File: config.mk
export PLATFORM = sky130hd
export DESIGN_NAME = sertx_monitor
export DESIGN_NICKNAME = d
export VERILOG_FILES = /design/src/rtl/sertx_pkg.sv /design/src/rtl/sertx_shifter.sv /design/src/rtl/sertx_sequencer.sv /design/src/rtl/sertx_irq.sv /design/src/rtl/sertx_monitor.sv
export SDC_FILE = /design/constraint.sdc
export NUM_CORES = 1
export LEC_CHECK = 0
export ABC_CLOCK_PERIOD_IN_PS = 2600
export CORE_MARGIN = 5
export CORE_UTILIZATION = 30
export DETAILED_ROUTE_END_ITERATION = 6
export SYNTH_ARGS = -nofsm -noshare
export SYNTH_HDL_FRONTEND = slang
export SYNTH_SLANG_ARGS = --single-unit
File: constraint.sdc
create_clock -name clk -period 2.6 [get_ports clk]
set_input_delay 0.52 -clock clk [delete_from_list [all_inputs] [get_ports clk]]
set_output_delay 0.52 -clock clk [all_outputs]
set_load 0.005 [all_outputs]
File: src/rtl/sertx_pkg.sv
package sertx_pkg;

  typedef enum logic [1:0] {
    LINE_FRAMED   = 2'b00,
    LINE_CHARSYNC = 2'b01,
    LINE_ASYNC    = 2'b10,
    LINE_ASYNC_B  = 2'b11
  } line_mode_t;

  typedef enum logic [2:0] {
    SQ_IDLE,
    SQ_OPEN,
    SQ_DATA,
    SQ_CLOSE,
    SQ_ABORT,
    SQ_HALT
  } seq_state_t;

  localparam logic [7:0] FRAME_FLAG = 8'h7E;

  localparam logic [1:0] VEC_NONE  = 2'b00;
  localparam logic [1:0] VEC_DONE  = 2'b01;
  localparam logic [1:0] VEC_UNDER = 2'b10;

  // Per-source maskability: bit 0 all-sent, bit 1 underrun (never maskable)
  localparam logic [1:0] MASKABLE = 2'b01;

endpackage

File: src/rtl/sertx_shifter.sv
module sertx_shifter #(
  parameter int SYM_W = 10,
  parameter int LEN_W = 4
) (
  input  logic             clk,
  input  logic             rst,
  input  logic             flush,
  input  logic             tx_en,
  input  logic             load,
  input  logic [SYM_W-1:0] sym,
  input  logic [LEN_W-1:0] len,
  output logic             txd,
  output logic             busy
);

  logic [SYM_W-1:0] sh_q;
  logic [LEN_W-1:0] cnt_q;
  logic             txd_q;

  // First bit goes out on the load strobe; remaining len-1 bits follow
  always_ff @(posedge clk) begin
    if (rst || flush) begin
      sh_q  <= '0;
      cnt_q <= '0;
      txd_q <= 1'b1;
    end else if (tx_en) begin
      if (load) begin
        txd_q <= sym[0];
        sh_q  <= sym >> 1;
        cnt_q <= len - 1'b1;
      end else if (cnt_q != '0) begin
        txd_q <= sh_q[0];
        sh_q  <= sh_q >> 1;
        cnt_q <= cnt_q - 1'b1;
      end else begin
        txd_q <= 1'b1;
      end
    end
  end

  assign txd  = txd_q;
  assign busy = (cnt_q != '0);


  idle_ones_chk: assert property (@(posedge clk) disable iff (rst)
    (tx_en && !load && !flush && cnt_q == '0) |=> txd_q);


  load_bit_chk: assert property (@(posedge clk) disable iff (rst)
    (tx_en && load && !flush) |=> (txd_q == $past(sym[0])));

endmodule

File: src/rtl/sertx_sequencer.sv
module sertx_sequencer
  import sertx_pkg::*;
#(
  parameter int DATA_W     = 8,
  parameter int SYM_W      = 10,
  parameter int LEN_W      = 4,
  parameter int ABORT_ONES = 8
) (
  input  logic              clk,
  input  logic              rst,
  input  logic              xmit_reset,
  input  logic              tx_en,
  input  logic [1:0]        mode,
  input  logic [DATA_W-1:0] fifo_data,
  input  logic              fifo_last,
  input  logic              fifo_empty,
  input  logic              sh_busy,
  output logic              load,
  output logic [SYM_W-1:0]  sym,
  output logic [LEN_W-1:0]  len,
  output logic              fifo_pop,
  output logic              ev_done,
  output logic              ev_under
);

  localparam logic [SYM_W-1:0] FLAG_SYM  = ({SYM_W{1'b1}} << 8) | SYM_W'(FRAME_FLAG);
  localparam logic [SYM_W-1:0] ONES_SYM  = {SYM_W{1'b1}};
  localparam logic [LEN_W-1:0] FLAG_LEN  = LEN_W'(8);
  localparam logic [LEN_W-1:0] ABORT_LEN = LEN_W'(ABORT_ONES);
  localparam logic [LEN_W-1:0] RAW_LEN   = LEN_W'(DATA_W);
  localparam logic [LEN_W-1:0] ASY_LEN   = LEN_W'(DATA_W + 2);

  seq_state_t st_q, st_n;
  logic       last_q, last_n;
  logic       pop_q;
  logic       take;
  logic       boundary;
  logic       is_framed, is_async;
  logic [SYM_W-1:0] data_sym;
  logic [LEN_W-1:0] data_len;

  assign is_framed = (mode == LINE_FRAMED);
  assign is_async  = mode[1];
  assign boundary  = tx_en && !sh_busy && !xmit_reset;

  // Character framing per mode
  always_comb begin
    if (is_async) begin
      data_sym = {1'b1, fifo_data, 1'b0};
      data_len = ASY_LEN;
    end else begin
      data_sym = {2'b11, fifo_data};
      data_len = RAW_LEN;
    end
  end

  always_comb begin
    st_n     = st_q;
    last_n   = last_q;
    load     = 1'b0;
    sym      = ONES_SYM;
    len      = '0;
    take     = 1'b0;
    ev_done  = 1'b0;
    ev_under = 1'b0;
    if (boundary) begin
      case (st_q)
        SQ_IDLE: begin
          if (!fifo_empty) begin
            if (is_framed) begin
              load = 1'b1;
              sym  = FLAG_SYM;
              len  = FLAG_LEN;
              st_n = SQ_OPEN;
            end else begin
              take = 1'b1;
              st_n = SQ_DATA;
            end
          end
        end
        SQ_OPEN: begin
          if (!fifo_empty) begin
            take = 1'b1;
            st_n = SQ_DATA;
          end else begin
            load     = 1'b1;
            len      = ABORT_LEN;
            ev_under = 1'b1;
            st_n     = SQ_ABORT;
          end
        end
        SQ_DATA: begin
          if (is_framed) begin
            if (last_q) begin
              load = 1'b1;
              sym  = FLAG_SYM;
              len  = FLAG_LEN;
              st_n = SQ_CLOSE;
            end else if (!fifo_empty) begin
              take = 1'b1;
            end else begin
              load     = 1'b1;
              len      = ABORT_LEN;
              ev_under = 1'b1;
              st_n     = SQ_ABORT;
            end
          end else if (!fifo_empty) begin
            take = 1'b1;
          end else if (is_async || last_q) begin
            ev_done = 1'b1;
            st_n    = SQ_IDLE;
          end else begin
            ev_under = 1'b1;
            st_n     = SQ_HALT;
          end
        end
        SQ_CLOSE: begin
          ev_done = 1'b1;
          st_n    = SQ_IDLE;
        end
        SQ_ABORT: st_n = SQ_HALT;
        SQ_HALT:  st_n = SQ_HALT;
        default:  st_n = SQ_IDLE;
      endcase
      if (take) begin
        load   = 1'b1;
        sym    = data_sym;
        len    = data_len;
        last_n = fifo_last;
      end
    end
  end

  always_ff @(posedge clk) begin
    if (rst || xmit_reset) begin
      st_q   <= SQ_IDLE;
      last_q <= 1'b0;
      pop_q  <= 1'b0;
    end else begin
      st_q   <= st_n;
      last_q <= last_n;
      pop_q  <= take;
    end
  end

  assign fifo_pop = pop_q;


  halt_hold_chk: assert property (@(posedge clk) disable iff (rst)
    (st_q == SQ_HALT && !xmit_reset) |=> (st_q == SQ_HALT));


  halt_nopop_chk: assert property (@(posedge clk) disable iff (rst)
    (st_q == SQ_HALT) |=> !pop_q);


  pop_pulse_chk: assert property (@(posedge clk) disable iff (rst)
    pop_q |=> !pop_q);


  async_no_under_chk: assert property (@(posedge clk) disable iff (rst)
    is_async |-> !ev_under);

endmodule

File: src/rtl/sertx_irq.sv
module sertx_irq
  import sertx_pkg::*;
(
  input  logic       clk,
  input  logic       rst,
  input  logic       ev_done,
  input  logic       ev_under,
  input  logic [1:0] irq_mask,
  input  logic       irq_ack,
  output logic       stat_done,
  output logic       stat_under,
  output logic       irq_req,
  output logic [1:0] irq_vec
);

  logic       done_q, under_q, req_q;
  logic [1:0] vec_q;
  logic       done_n, under_n;
  logic [1:0] vec_n;
  logic [1:0] mask_eff;
  logic       clr_done, clr_under;

  assign mask_eff  = irq_mask & MASKABLE;
  assign clr_done  = irq_ack && (vec_q == VEC_DONE);
  assign clr_under = irq_ack && (vec_q == VEC_UNDER);

  // A fresh event wins over a clear in the same cycle
  always_comb begin
    done_n  = ev_done  | (done_q  & ~clr_done);
    under_n = ev_under | (under_q & ~clr_under);
    if (under_n && !mask_eff[1])
      vec_n = VEC_UNDER;
    else if (done_n && !mask_eff[0])
      vec_n = VEC_DONE;
    else
      vec_n = VEC_NONE;
  end

  always_ff @(posedge clk) begin
    if (rst) begin
      done_q  <= 1'b0;
      under_q <= 1'b0;
      req_q   <= 1'b0;
      vec_q   <= VEC_NONE;
    end else begin
      done_q  <= done_n;
      under_q <= under_n;
      req_q   <= (vec_n != VEC_NONE);
      vec_q   <= vec_n;
    end
  end

  assign stat_done  = done_q;
  assign stat_under = under_q;
  assign irq_req    = req_q;
  assign irq_vec    = vec_q;


  under_irq_chk: assert property (@(posedge clk) disable iff (rst)
    under_q |-> (req_q && vec_q == VEC_UNDER));


  under_sticky_chk: assert property (@(posedge clk) disable iff (rst)
    (under_q && !irq_ack) |=> under_q);


  done_sticky_chk: assert property (@(posedge clk) disable iff (rst)
    (done_q && !irq_ack) |=> done_q);


  vec_code_chk: assert property (@(posedge clk) disable iff (rst)
    $onehot0(vec_q));

endmodule

File: src/rtl/sertx_monitor.sv
module sertx_monitor
  import sertx_pkg::*;
#(
  parameter int DATA_W     = 8,
  parameter int ABORT_ONES = 8
) (
  input  logic              clk,
  input  logic              rst,
  input  logic              tx_en,
  input  logic [1:0]        mode,
  input  logic [DATA_W-1:0] fifo_data,
  input  logic              fifo_last,
  input  logic              fifo_empty,
  input  logic              xmit_reset,
  input  logic [1:0]        irq_mask,
  input  logic              irq_ack,
  output logic              txd,
  output logic              fifo_pop,
  output logic              stat_allsent,
  output logic              stat_underrun,
  output logic              irq_req,
  output logic [1:0]        irq_vec
);

  localparam int SYM_W = DATA_W + 2;
  localparam int LEN_W = $clog2(SYM_W + 1);

  logic             sh_load, sh_busy;
  logic [SYM_W-1:0] sh_sym;
  logic [LEN_W-1:0] sh_len;
  logic             ev_done, ev_under;

  sertx_sequencer #(
    .DATA_W(DATA_W), .SYM_W(SYM_W), .LEN_W(LEN_W), .ABORT_ONES(ABORT_ONES)
  ) u_seq (
    .clk(clk), .rst(rst), .xmit_reset(xmit_reset), .tx_en(tx_en),
    .mode(mode), .fifo_data(fifo_data), .fifo_last(fifo_last),
    .fifo_empty(fifo_empty), .sh_busy(sh_busy),
    .load(sh_load), .sym(sh_sym), .len(sh_len), .fifo_pop(fifo_pop),
    .ev_done(ev_done), .ev_under(ev_under)
  );

  sertx_shifter #(.SYM_W(SYM_W), .LEN_W(LEN_W)) u_shift (
    .clk(clk), .rst(rst), .flush(xmit_reset), .tx_en(tx_en),
    .load(sh_load), .sym(sh_sym), .len(sh_len), .txd(txd), .busy(sh_busy)
  );

  sertx_irq u_irq (
    .clk(clk), .rst(rst), .ev_done(ev_done), .ev_under(ev_under),
    .irq_mask(irq_mask), .irq_ack(irq_ack),
    .stat_done(stat_allsent), .stat_under(stat_underrun),
    .irq_req(irq_req), .irq_vec(irq_vec)
  );


  reset_keeps_under_chk: assert property (@(posedge clk) disable iff (rst)
    (stat_underrun && xmit_reset && !irq_ack) |=> stat_underrun);

endmodule

==> impl_summary.md, run 1 <==
Outcome
The flow ran to the end, and the final reports show no timing, DRC or antenna violations.

STA
Measured against its own limit, the worst slew margin works out to between 30% and 40%. The slew of the pin with the lowest slew margin is 0.930 ns. The worst-case hold slack is around 0.48 ns. Setup violations remaining at the end of the flow were counted as 0. The number of slew-limit violations in the final report is 0. The worst clock skew is ~0.0024 ns.

Timing would allow up to 475 MHz. The post-layout minimum cycle time is 2.11 ns. Setup repair after global routing left no endpoint under its margin. The sum of negative setup slack is 0 ns. The number of hold violations in the final report was 0.

The final worst-path cycle share is roughly 81%.

Clock network
Once the clock tree was built, the setup fixing pass inserted 0 buffers. The clock tree buffer depth is 2. TritonCTS built the clock tree. CTS placed an instance of clkbuf_8 at the clock tree root. In this run, post-CTS hold repair placed 0 buffers.

The clock drives 23 sinks. Clock tree synthesis inserted a total of 3 buffers. The post-cts sizing count is 0. The clock latency on the worst-skew pair is roughly 0.26 ns.

Clock-pin slew was measured on the worst setup and hold paths at 0.08 ns. The count of H-tree levels built during CTS is 1.

Global routing
The global route total overflow is 0. The met1 routing resource usage after global routing is 15.5%. The number of antenna violations at the first check in global routing came to 0. The layer flagged by global routing as most heavily used is met2. Entering global routing, the biggest net connects 16 pins. In the global route stage, overall resource usage came out at 11.7%. The met2 track demand over resource in global routing is between 10% and 20%.

The met3 layer usage reported by global route is about 3.9%. The first global-routing pass estimated 5.91 mm of wire. The via count of the first global-routing pass is ~1300.

Route
Before antenna repair, the detailed router went through 4 iterations. The number of DRC markers in iteration 0 is just under 80. The total wire length is 3.44 mm.

The detail route stage leaves a number of antenna-violating nets equal to 0. The mean number of vias per cell is 5.30. The routed wire length per instance is 14.7 um. The routed via count is roughly 1200. The total DRC errors in the routed layout is 0.

Place
The last weighted congestion value of the routability-driven placer is a little over 0.8. The post-placement cell area is about 1700 sq um. The count of placed standard cells including taps is 230.

The placed wire-length estimate is approximately 2.5 mm. The number of buffers added on ports is 24.

Critical path
The delay of the slowest cell on the worst path is about 0.54 ns. The worst register-to-register path has a depth of 7. The worst setup path is launched from an input pin. The worst setup path is captured at a flop. Walking the worst path, the cells encountered are clkdlybuf4s50_1 > nor2_1 > a21oi_1 > o211a_1 > a21oi_1 > ha_1 > a21boi_1 > mux2i_1.

Among the stages of the critical path, the cell type that occurs most often is a21oi_1. The setup path with the least slack is of type in2reg. Data on the critical path is required at its endpoint by 2.80 ns. The setup slack on the worst flop-to-flop path is 0.50 ns. Along the worst path, the maximum fanout reaches 7. At the worst endpoint, the arrival time is 2.30 ns.

The critical path's slowest cell is clkdlybuf4s50_1.

Floorplan
In this run the standard cell core region covers between 4000 and 5000 sq um. The area of the die is 6240 sq um. The y dimension of the die is roughly 79 um. 26 I/O pins were placed. The floorplan step set the die width to 79.0 um. For this configuration, the core starts out at a cell density of 30.6%.

The number of cell rows is 25.

Power and ir drop
The leakage power total is 0.697 nW. The maximum vdd ir drop is 203 uV. The total chip power is around 0.74 mW. For this design the ratio of total power to cell area is 418 nW/um^2.

Synth
The average instance area after synthesis is ~9.2 sq um. In the synthesized netlist the dominant register cell turns out to be dfxtp_1. The netlist uses 52 different library cells. After synthesis, the cell types taking the most area are dfxtp_1 32%, mux2i_1 13%, a221oi_2 6.3%, a21oi_1 3.2%, nand2_1 3.2%. Yosys printed 0 warnings. After synthesis, flip-flops and latches occupy between 30 and 40% of the total area.

The cell taking the most area after synthesis is dfxtp_1. The cell count after synthesis came out at 155. The top-area cell type share of the netlist area is 32.3%.

The synthesized netlist net count is 175. The number of enable flip-flop cells after synthesis is 0. The netlist area before placement is between 1000 and 1500 sq um. The proportion of register bits with asynchronous set or reset after synthesis is 0%.

After synthesis the netlist holds a flip-flop and latch count of 23.

Run
The number of violations of the max-capacitance limit is 0.

Finish
In the final design database the tool counted 201 nets. Relative to the synthesized area, the layout overhead comes to 24.2%. The share of post-route cells with drive strength above 1 is 12.2%. 0 antenna diodes ended up in the layout. Summing all non-filler instances in the final layout gives an area of between 1500 and 2000 sq um. The post-layout instance count excluding filler cells is 234.

Hold path
The instance count along the most critical hold path is 2. The worst hold path belongs to the class reg2reg.
metal layers:
metal,up-vias,share of wire (%)
met5,-,0
met4,0,0.23
met3,2,6.0
met2,37,44
met1,572,49
li1,630,-
flip-flops by register name (all words and copies together), names as in the netlist:
name and flops:
u_irq.irq_vec 2, u_seq.st_q 3, u_shift.txd 1, u_shift.sh_q 9, u_irq.irq_req 1, u_shift.cnt_q 4, u_irq.stat_done 1, u_seq.fifo_pop 1
u_seq.last_q 1
per-stage QoR:
| stage | setup slack [ns] | util (%) |
|---|---|---|
| floorplan | 0.626 | - |
| global placement | 0.207 | 37.1 |
| detailed placement | 0.223 | 37.1 |
| CTS | 0.455 | 38.0 |
| global route | 0.296 | 38.0 |
| finish | 0.495 | 38.0 |
worst paths after layout:
path / to / start
worst min-delay path: u_shift.sh_q[8]$_SDFFE_PP0P_ / u_shift.sh_q[8]$_SDFFE_PP0P_
worst max register to register: u_shift.cnt_q[1]$_SDFFE_PP0P_ / u_shift.cnt_q[1]$_SDFFE_PP0P_
worst max-delay path: u_shift.cnt_q[2]$_SDFFE_PP0P_ / mode[1]
worst min register to register: u_shift.sh_q[8]$_SDFFE_PP0P_ / u_shift.sh_q[8]$_SDFFE_PP0P_
cells in the mapped netlist (3+ instances only):
| master | n |
|---|---|
| dfxtp_1 | 23 |
| nand2b_1 | 4 |
| buf_2 | 3 |
| a21oi_1 | 9 |
| inv_1 | 6 |
| clkbuf_1 | 4 |
| nor2_1 | 6 |
| nor2b_1 | 5 |
| o21ai_0 | 4 |
| nand3_1 | 4 |
| a221oi_2 | 6 |
| mux2i_1 | 18 |
| buf_4 | 3 |
| nand2_1 | 12 |
power by group:
| part | internal [mW] | leakage [nW] | switching [mW] | total, mW |
|---|---|---|---|---|
| logic | 0.0748 | 0.488 | 0.0732 | 0.148 |
| clock network | 0.109 | 0.0228 | 0.113 | 0.222 |
| registers | 0.361 | 0.186 | 0.00986 | 0.370 |
| total | 0.545 | 0.697 | 0.196 | 0.741 |
cell type report:
cell class	instances	area [sq um]
Tap cell	54	67.6
Inverter	6	22.5
Sequential cell	23	460
Timing Repair Buffer	33	308
Multi-Input combinational cell	114	870
Clock buffer	4	45.0
Fill cell	485	2890
cells by family after synthesis:
logic type / Yosys count / share of synthesized area, %
and+or+nand+nor: 47 / 18.5
AOI/OAI and AO/OA: 46 / 27.7
DFF: 23 / 32.3
buffers and inverters: 18 / 6.84
muxes: 18 / 12.6
xor gates and xnor gates: 2 / 1.23
adders and majority gates: 1 / 0.876
worst max-delay path, delay by kind of cell:
family / cells / cell delay, ns
AOI/OAI and AO/OA: 4 / 0.72
muxes: 1 / 0.19
and+or+nand+nor: 1 / 0.18
buffers and inverters: 1 / 0.54
adders and majority gates: 1 / 0.15
cells in the final DEF, fill, tap and decap left out, types with 2 or more instances in the layout:
| cell type | count |
|---|---|
| clkdlybuf4s50_1 | 24 |
| dfxtp_1 | 23 |
| mux2i_1 | 18 |
| nand2_1 | 12 |
| a21oi_1 | 9 |
| buf_4 | 9 |
| inv_1 | 6 |
| nor2_1 | 6 |
| a221oi_2 | 6 |
| nor2b_1 | 5 |
| nand2b_1 | 4 |
| o21ai_0 | 4 |
| nand3_1 | 4 |
| clkbuf_8 | 3 |
| nor3b_1 | 2 |
| and2_1 | 2 |
| o211a_1 | 2 |
| a22oi_1 | 2 |
| a2111oi_0 | 2 |
| o22ai_1 | 2 |
| xnor2_1 | 2 |
| a211oi_1 | 2 |
| o21a_1 | 2 |
No activity file was read; power rests on OpenSTA's default activity.
==> run 2, diff against run 1 <==
--- a/config.mk
+++ b/config.mk
@@ -5,7 +5,7 @@
 export SDC_FILE = /design/constraint.sdc
 export NUM_CORES = 1
 export LEC_CHECK = 0
-export ABC_CLOCK_PERIOD_IN_PS = 2600
+export ABC_CLOCK_PERIOD_IN_PS = 1700
 export CORE_MARGIN = 5
 export CORE_UTILIZATION = 30
 export DETAILED_ROUTE_END_ITERATION = 6
==> constraint.sdc (replaced) <==
create_clock -name clk -period 1.7 [get_ports clk]
set_input_delay 0.34 -clock clk [delete_from_list [all_inputs] [get_ports clk]]
set_output_delay 0.34 -clock clk [all_outputs]
set_load 0.005 [all_outputs]
==> run 2 against run 1 <==
Routed wire length up 14%. Via count up 12%. Setup slack worse by 0.46 ns. Combinational power up 110%.
==> impl_summary.md, run 2 (synthesis gave the netlist of run 1 again) <==
Outcome
Status: finished, final reports clean (unchanged).

Global routing
The global-route usage over all layers was 12.5% (was 11.7%). The global route total overflow is 0 (unchanged). The via count of the first global-routing pass is 1385 (was 1269). The largest net degree at the start of global routing is 15 (was 16). The number of antenna violations at the first check in global routing came to 0 (unchanged). The global-route wire length before repair is 6.23 mm (was 5.91 mm).

Power and ir drop
The power dissipated by switching net loads is 0.351 mW (was 0.196 mW). The power per cell area is 585 nW/um^2 (was 418 nW/um^2). The internal power consumption is 0.891 mW (was 0.545 mW). The leakage power total came to 0.901 nW (was 0.697 nW). The clock group share of total power is 29.3% (was 30.0%). The share of power burned in registers is 45.3% (was 50.0%). The combinational fraction of design power is 25.4% (was 20.0%). The maximum vdd ir drop is 395 uV (was 203 uV). The fraction of power spent switching nets is 28.3% (was 26.5%).

Clock network
The total clock sinks is 23 (unchanged). The CTS root buffer is clkbuf_8 (unchanged). The count of H-tree levels built during CTS is 1 (unchanged). The clock tree buffer depth was 2 (unchanged). The TritonCTS clock tree is done (unchanged). The number of buffers inserted during clock tree synthesis is 3 (unchanged). The clock latency on the worst-skew pair is 0.27 ns (was 0.26 ns). The quantity of hold-fixing buffers added after cts is 0 (unchanged). The clock transition at the registers of the reported paths is 0.09 ns (was 0.08 ns).

Finish
The most common library cell in the layout ignoring fill and taps is buf_4 (was clkdlybuf4s50_1). The share of post-route cells with drive strength above 1 was 34.1% (was 12.2%). The antenna cell count is 0 (unchanged). The utilization after layout was 45.6% (was 38.0%).

The number of fill cells was 451 (was 485). The number of flip-flops under the largest register name came to 9 (unchanged). The final non-filler cell area is 2120 sq um (was 1770 sq um). Top library cells by usage in the layout, fill and taps aside: 41 x buf_4, 19 x clkdlybuf4s50_1, 18 x mux2i_1 (was 24 x clkdlybuf4s50_1, 23 x dfxtp_1, 18 x mux2i_1). The total number of nets in the final design came to 235 (was 201).

The register ranked first by flip-flop count is u_shift.sh_q (unchanged). The area growth from synthesis to final layout is 48.7% (was 24.2%). Largest regs: u_shift.sh_q: 9 flops, u_shift.cnt_q: 4 flops, u_seq.st_q: 3 flops (unchanged).

Floorplan
The width of the die is 79.0 um (unchanged). The I/O pin count is 26 (unchanged). The starting density of the core is 30.6% (unchanged). The area of the die is 6240 sq um (unchanged). The placeable core region is 4660 sq um (unchanged). The y dimension of the die is 79.0 um (unchanged). The number of cell rows is 25 (unchanged).

STA
The max-slew headroom at the worst pin came to 65.7% (was 37.8%). The clock period could shrink to 1.67 ns. The final setup violation count is 0 (unchanged). The number of hold violations in the final report is 0 (unchanged). The number of slew-limit violations in the final report is 0 (unchanged). Timing would allow up to 599 MHz. The slew of the pin with the lowest slew margin is 0.508 ns (was 0.930 ns). The worst clock skew was 0.00556 ns (was 0.00242 ns).

The final worst-path cycle share is 98.1%. Unrepaired setup endpoints after global routing: true (was false).

Critical path
The endpoint arrival time on the critical path is 1.88 ns (was 2.30 ns). Worst-path cell chain: nor4_4 > and2_4 > o211a_1 > a21oi_2 > ha_2 > a21o_1 > a21oi_2 (was clkdlybuf4s50_1 > nor2_1 > a21oi_1 > o211a_1 > a21oi_1 > ha_1 > a21boi_1 > mux2i_1). The worst path required time is 1.91 ns (was 2.80 ns). The startpoint class of the critical path is a flop (was input pin). The startpoint of the lowest-slack register-to-register path was u_shift.cnt_q[3]$_SDFFE_PP0P_ (was u_shift.cnt_q[1]$_SDFFE_PP0P_).

The critical path startpoint is u_shift.cnt_q[3]$_SDFFE_PP0P_ (was mode[1]). The kind of capture point of the worst setup path is a flop (unchanged). The critical path's slowest cell is dfxtp_4 (was clkdlybuf4s50_1). The cell repeated most along the worst path was a21oi_2 (was a21oi_1). The largest fanout on the critical path is 3 (was 7). The delay of the slowest cell on the worst path is 0.37 ns (was 0.54 ns). The type of the worst setup path is reg2reg (was in2reg). The cell family with the largest share of critical-path delay is compound AO/OA/AOI/OAI gates (unchanged).

The number of buffers and inverters on the critical path came to 0 (was 1).

Route
The routed wire length per instance came to 14.7 um (about the same). The total DRC errors in the routed layout came to 0 (unchanged). The total wire length is 3.93 mm (was 3.44 mm). The met3 wire length is 217 um (was 208 um). The detailed-router iteration count before antenna repair is 4 (unchanged). The routed via count was 1385 (was 1241). The met2 layer wire length in the routed design is 1.89 mm (was 1.52 mm). The number of nets with antenna violations after detailed routing is 0 (unchanged). The highest metal layer used by the detailed router is met4 (unchanged).

The mean number of vias per cell came to 5.17 (was 5.30). The met1 wire length is 1.76 mm (was 1.70 mm). The number of DRC markers in iteration 0 was 88 (was 77).

Place
The post-placement cell area is 1980 sq um (was 1730 sq um). The placed wire-length estimate is 2.92 mm (was 2.52 mm). The number of buffers added on ports is 24 (unchanged). The last weighted congestion value of the routability-driven placer came to 0.890 (was 0.828).

Hold path
The hold path startpoint was u_shift.sh_q[8]$_SDFFE_PP0P_ (unchanged). The worst min-delay path class is reg2reg (unchanged).

Run
The number of violations of the max-capacitance limit was 0 (unchanged).
[run 2: worst paths after layout]
check,endpoint,slack (ns),depth (start not counted)
worst max register to register,u_shift.cnt_q[1]$_SDFFE_PP0P_,0.03,7
worst min-delay path,u_shift.sh_q[8]$_SDFFE_PP0P_,0.47,2
worst min register to register,u_shift.sh_q[8]$_SDFFE_PP0P_,0.47,2
worst max-delay path,u_shift.cnt_q[1]$_SDFFE_PP0P_,0.03,7
[run 2: metrics by stage]
step | std cells | setup slack, ns | setup TNS [ns] | power (mW) | hold slack [ns]
after global placement | 258 | -0.450 | -6.73 | 0.864 | 0.448
after detailed placement | 258 | -0.457 | -7.14 | 0.864 | 0.464
after floorplan | 155 | -0.111 | -0.184 | 0.727 | 0.412
final | 268 | 0.0317 | 0 | 1.24 | 0.470
after global routing | 268 | -0.0196 | -0.0196 | 1.30 | 0.490
after CTS | 266 | 0.00940 | 0 | 1.25 | 0.478
[run 2: timing repair]
item / CTS / global route
buffers inserted: 5 / 3
hold endpoints to repair: 0 / 0
resized for setup: 11 / 7
setup endpoints to repair: 18 / 11
pin swaps: 3 / 3
[run 2: layer usage]
metal	global-route usage [%]	up-vias
met2	21.3	37
li1	-	699
met3	3.63	6
met1	15.3	643
met5	0	-
met4	3.78	0
[run 2: final cells by class]
cell class / instances / area (sq um) / area share (%)
Inverter: 6 / 22.5 / 1.06
Timing Repair Buffer: 67 / 582 / 27.4
Clock buffer: 3 / 41.3 / 1.94
Clock inverter: 1 / 6.26 / 0.295
Tap cell: 54 / 67.6 / 3.18
Multi-Input combinational cell: 114 / 931 / 43.8
Sequential cell: 23 / 473 / 22.3
[run 2: power by group through the flow]
| stage | Clock [mW] | Sequential [mW] | Combinational, mW |
|---|---|---|---|
| after floorplan | 0 | 0.576 | 0.151 |
| after global placement | 0 | 0.575 | 0.290 |
| after detailed placement | 0 | 0.575 | 0.290 |
| after CTS | 0.380 | 0.563 | 0.306 |
| after global routing | 0.399 | 0.565 | 0.338 |
| final | 0.364 | 0.563 | 0.316 |
[run 2: worst reg2reg max path, stage by stage, from the launching register on]
cell and delay (ns):
dfxtp_4 0.37, nor4_4 0.29, and2_4 0.19, o211a_1 0.17
a21oi_2 0.06, ha_2 0.26, a21o_1 0.16, a21oi_2 0.11
==> run 3, diff against run 2 <==
--- a/config.mk
+++ b/config.mk
@@ -6,9 +6,11 @@
 export NUM_CORES = 1
 export LEC_CHECK = 0
 export ABC_CLOCK_PERIOD_IN_PS = 1700
+export CAP_MARGIN = 20
 export CORE_MARGIN = 5
 export CORE_UTILIZATION = 30
 export DETAILED_ROUTE_END_ITERATION = 6
 export SYNTH_ARGS = -nofsm -noshare
 export SYNTH_HDL_FRONTEND = slang
+export SYNTH_HIERARCHICAL = 1
 export SYNTH_SLANG_ARGS = --single-unit
==> run 3 against run 2 <==
The flow now finishes with violations (setup timing). Die area is 7.6% higher. Register-to-register slack worse by 0.77 ns. Area after synthesis is 8.8% higher. Core utilization is 4.0 points higher. Clock power is 3% lower. Power is 7.0% higher. Clock skew is 0.0044 ns lower. Global-route usage is 0.90 points higher.
==> impl_summary.md, run 3 <==
Critical path
The type of the worst setup path is reg2reg (unchanged). The delay of the slowest cell on the worst path was 0.41 ns (was 0.37 ns). The number of buffers and inverters on the critical path is 1 (was 0). The endpoint arrival time on the critical path is 2.64 ns (was 1.88 ns). The kind of capture point of the worst setup path was a flop (unchanged). The cell family with the largest share of critical-path delay is simple AND/OR/NAND/NOR gates (was compound AO/OA/AOI/OAI gates). The critical path's slowest cell is or3b_4 (was dfxtp_4).

The largest fanout on the critical path is 6 (was 3). Worst-path cell chain: nor4_4 > inv_2 > or3b_4 > nor2_4 > o21a_4 > mux2i_4 > ha_4 > xor2_1 > a32oi_1 > a21oi_1 (was nor4_4 > and2_4 > o211a_1 > a21oi_2 > ha_2 > a21o_1 > a21oi_2). The startpoint class of the critical path is a flop (unchanged). The worst path required time came to 1.90 ns (was 1.91 ns).

Clock network
The quantity of hold-fixing buffers added after cts is 0 (unchanged). The clock transition at the registers of the reported paths came to 0.08 ns (was 0.09 ns). The count of H-tree levels built during CTS was 1 (unchanged).

The TritonCTS clock tree is done (unchanged). The clock latency on the worst-skew pair was 0.27 ns (about the same). The clock tree buffer depth is 2 (unchanged).

The total clock sinks is 23 (unchanged). The number of buffers inserted during clock tree synthesis was 3 (unchanged). The CTS root buffer is clkbuf_8 (unchanged).

Power and ir drop
The fraction of power spent switching nets is 28.5% (was 28.3%). The power dissipated by switching net loads is 0.380 mW (was 0.351 mW). The clock group share of total power is 26.6% (was 29.3%).

The maximum vdd ir drop is 312 uV (was 395 uV). The share of power burned in registers came to 42.0% (was 45.3%). The total chip power is 1.33 mW (was 1.24 mW). The combinational fraction of design power came to 31.5% (was 25.4%). The power per cell area is 529 nW/um^2 (was 585 nW/um^2).

The leakage power total came to 1.01 nW (was 0.901 nW). The internal power consumption is 0.950 mW (was 0.891 mW).

STA
The worst-case hold slack is 0.486 ns (was 0.470 ns). The number of hold violations in the final report was 0 (unchanged). The final setup violation count was 23 (was 0). The sum of negative setup slack came to -9.86 ns (was 0 ns).

The worst path setup slack after routing was -0.741 ns (was 0.0317 ns). The maximum operating frequency is 410 MHz (was 599 MHz). The final worst-path cycle share was 144% (was 98.1%). Unrepaired setup endpoints after global routing: true (unchanged). The post-layout minimum cycle time was 2.44 ns (was 1.67 ns). The number of slew-limit violations in the final report is 0 (unchanged).

The worst clock skew is 0.00120 ns (was 0.00556 ns).

Synth
The multiplexer share of the synthesized area came to 11.7% (was 12.6%). The instance count of the mapped netlist was 185 (was 155). The total of flip-flops plus latches after synthesis came to 23 (unchanged).

The synthesized-area fraction occupied by xor and xnor cells is 0.564% (was 1.23%). The share of synthesized cell area in full adder, half adder and majority cells is 0.806% (was 0.876%). The cell taking the most area after synthesis was dfxtp_1 (unchanged). The number of enable flip-flop cells after synthesis is 0 (unchanged). The netlist area before placement is 1550 sq um (was 1430 sq um). The average instance area after synthesis came to 8.39 sq um (was 9.21 sq um). The portion of the post-synthesis area used by sequential elements is 29.7% (was 32.3%). Most numerous cell types in the synthesized netlist: 23 x dfxtp_1, 22 x nand2_1, 17 x mux2i_1 (was 23 x dfxtp_1, 18 x mux2i_1, 12 x nand2_1). Leading post-synthesis cells by cell area: dfxtp_1 30%, mux2i_1 11%, o221a_2 5.8%, nand2_1 5.3%, buf_4 3.4% (was dfxtp_1 32%, mux2i_1 13%, a221oi_2 6.3%, a21oi_1 3.2%, nand2_1 3.2%). The proportion of register bits with asynchronous set or reset after synthesis is 0% (unchanged). The main combinational cell family by area after synthesis is compound AO/OA/AOI/OAI gates (unchanged). The count of different cell masters after synthesis is 52 (unchanged). The commonest register cell after synthesis was dfxtp_1 (unchanged).

The most numerous cell in the Yosys netlist is dfxtp_1 (unchanged). The area fraction in compound gates after synthesis came to 24.7% (was 27.7%). The top-area cell type share of the netlist area is 29.7% (was 32.3%). The Yosys warning count came to 6 (was 0). The area share of and/or/nand/nor cells after synthesis is 23.9% (was 18.5%).

Global routing
The number of antenna violations at the first check in global routing is 0 (unchanged). The global-route wire length before repair was 7.05 mm (was 6.23 mm). The global route total overflow was 0 (unchanged).

The global-route usage over all layers is 13.4% (was 12.5%). The largest net degree at the start of global routing was 18 (was 15). The via count of the first global-routing pass is 1529 (was 1385).

Place
The count of placed standard cells including taps is 297 (was 258). The last weighted congestion value of the routability-driven placer is 0.804 (was 0.890). The number of buffers added on ports is 24 (unchanged). The placed wire-length estimate is 2.90 mm (was 2.92 mm).

Floorplan
The width of the die is 81.9 um (was 79.0 um). The y dimension of the die came to 81.9 um (was 79.0 um). The placeable core region came to 5070 sq um (was 4660 sq um). The number of cell rows came to 26 (was 25). The starting density of the core was 30.6% (about the same). The I/O pin count came to 26 (unchanged). The area of the die is 6710 sq um (was 6240 sq um).

Finish
The share of post-route cells with drive strength above 1 was 42.6% (was 34.1%). The total number of nets in the final design is 277 (was 235). Largest regs: u_shift/sh_q: 9 flops, u_shift/cnt_q: 4 flops, u_seq/st_q: 3 flops (was u_shift.sh_q: 9 flops, u_shift.cnt_q: 4 flops, u_seq.st_q: 3 flops). The most common library cell in the layout ignoring fill and taps is buf_4 (unchanged). The antenna cell count is 0 (unchanged). The area growth from synthesis to final layout is 61.9% (was 48.7%). The utilization after layout is 49.5% (was 45.6%). The register ranked first by flip-flop count is u_shift/sh_q (was u_shift.sh_q).

Top library cells by usage in the layout, fill and taps aside: 49 x buf_4, 24 x clkdlybuf4s50_1, 21 x dfxtp_1 (was 41 x buf_4, 19 x clkdlybuf4s50_1, 18 x mux2i_1). The post-layout instance count excluding filler cells came to 326 (was 268). The number of flip-flops under the largest register name came to 9 (unchanged).

Route
The mean number of vias per cell is 4.92 (was 5.17). The detailed-router iteration count before antenna repair is 4 (unchanged). The number of DRC markers in iteration 0 is 95 (was 88). The number of nets with antenna violations after detailed routing is 0 (unchanged). The routed via count is 1603 (was 1385).

The routed wire length per instance is 14.2 um (was 14.7 um). The total DRC errors in the routed layout is 0 (unchanged). The total wire length is 4.63 mm (was 3.93 mm).

Outcome
The final reports fail on setup timing. Status: finished with violations (was finished, final reports clean).

Hold path
The worst min-delay path class is reg2reg (unchanged).

Run
The number of violations of the max-capacitance limit came to 0 (unchanged).
## run 3: cell count changes after synthesis, moves of 3 or more
cell / change
nor2_1: +6
a221oi_2: -6
a21oi_2: +3
o21ai_0: +3
buf_4: +4
o211ai_1: +3
nor2b_1: -3
o221a_2: +8
nand2_1: +10
## run 3: metrics by stage
stage / worst slack [ns] / cell area [sq um]
floorplan: -1.04 / 1590
global placement: -0.888 / 2060
detailed placement: -0.941 / 2060
CTS: -0.652 / 2360
global route: -0.820 / 2510
finish: -0.741 / 2510
## run 3: final cells by class
cell class | instances | area (sq um)
fillers | 496 | 2560
multi-input cells | 140 | 1140
repair buffers | 83 | 752
flip-flops and latches | 23 | 463
well taps | 70 | 87.6
clock buffers | 4 | 45.0
inverters | 6 | 25.0
## run 3: worst reg2reg max path, delay by kind of cell, from the launching register on
| kind | cells | cell delay [ns] |
|---|---|---|
| adders and majority gates | 1 | 0.17 |
| and+or+nand+nor | 3 | 0.84 |
| muxes | 1 | 0.29 |
| AOI/OAI and AO/OA | 3 | 0.48 |
| DFF | 1 | 0.34 |
| buffers and inverters | 1 | 0.06 |
| xor gates and xnor gates | 1 | 0.20 |
## run 3: cell families after synthesis
kind of cell,count (synthesis)
other,2
DFF,23
and+or+nand+nor,66
muxes,18
buffers and inverters,24
adders and majority gates,1
xor gates and xnor gates,1
AOI/OAI and AO/OA,50
## run 3: final timing paths
kind | startpoint | to | slack (ns) | depth (start not counted)
setup reg to reg | u_shift/cnt_q[0]$_SDFFE_PP0P_ | u_shift/cnt_q[2]$_SDFFE_PP0P_ | -0.74 | 10
hold reg to reg | u_shift/sh_q[8]$_SDFFE_PP0P_ | u_shift/sh_q[8]$_SDFFE_PP0P_ | 0.49 | 2
setup / recovery | u_shift/cnt_q[0]$_SDFFE_PP0P_ | u_shift/cnt_q[2]$_SDFFE_PP0P_ | -0.74 | 10
hold / removal | u_shift/sh_q[8]$_SDFFE_PP0P_ | u_shift/sh_q[8]$_SDFFE_PP0P_ | 0.49 | 2
## run 3: power groups by stage
stage / combinational [mW] / sequential, mW / clock (mW)
detailed placement: 0.290 / 0.570 / 0
global placement: 0.289 / 0.570 / 0
global route: 0.452 / 0.559 / 0.383
floorplan: 0.172 / 0.569 / 0
finish: 0.419 / 0.558 / 0.353
CTS: 0.364 / 0.558 / 0.365
## run 3: per-layer routing
layer / GRT usage, % / up-vias / part of all wire, %
met2: 22.0 / 42 / 48
met4: 3.65 / 0 / 1.2
met3: 2.41 / 4 / 4.7
met1: 18.1 / 749 / 46
li1: - / 808 / -
met5: 0 / - / 0
## run 3: repair_timing
item / CTS / global route
endpoints found under the setup margin: 22 / 23
setup buffers: 20 / 4
cloned: 0 / 2
pin swaps: 5 / 12
resized for setup: 24 / 19
endpoints found under the hold margin: 0 / 0
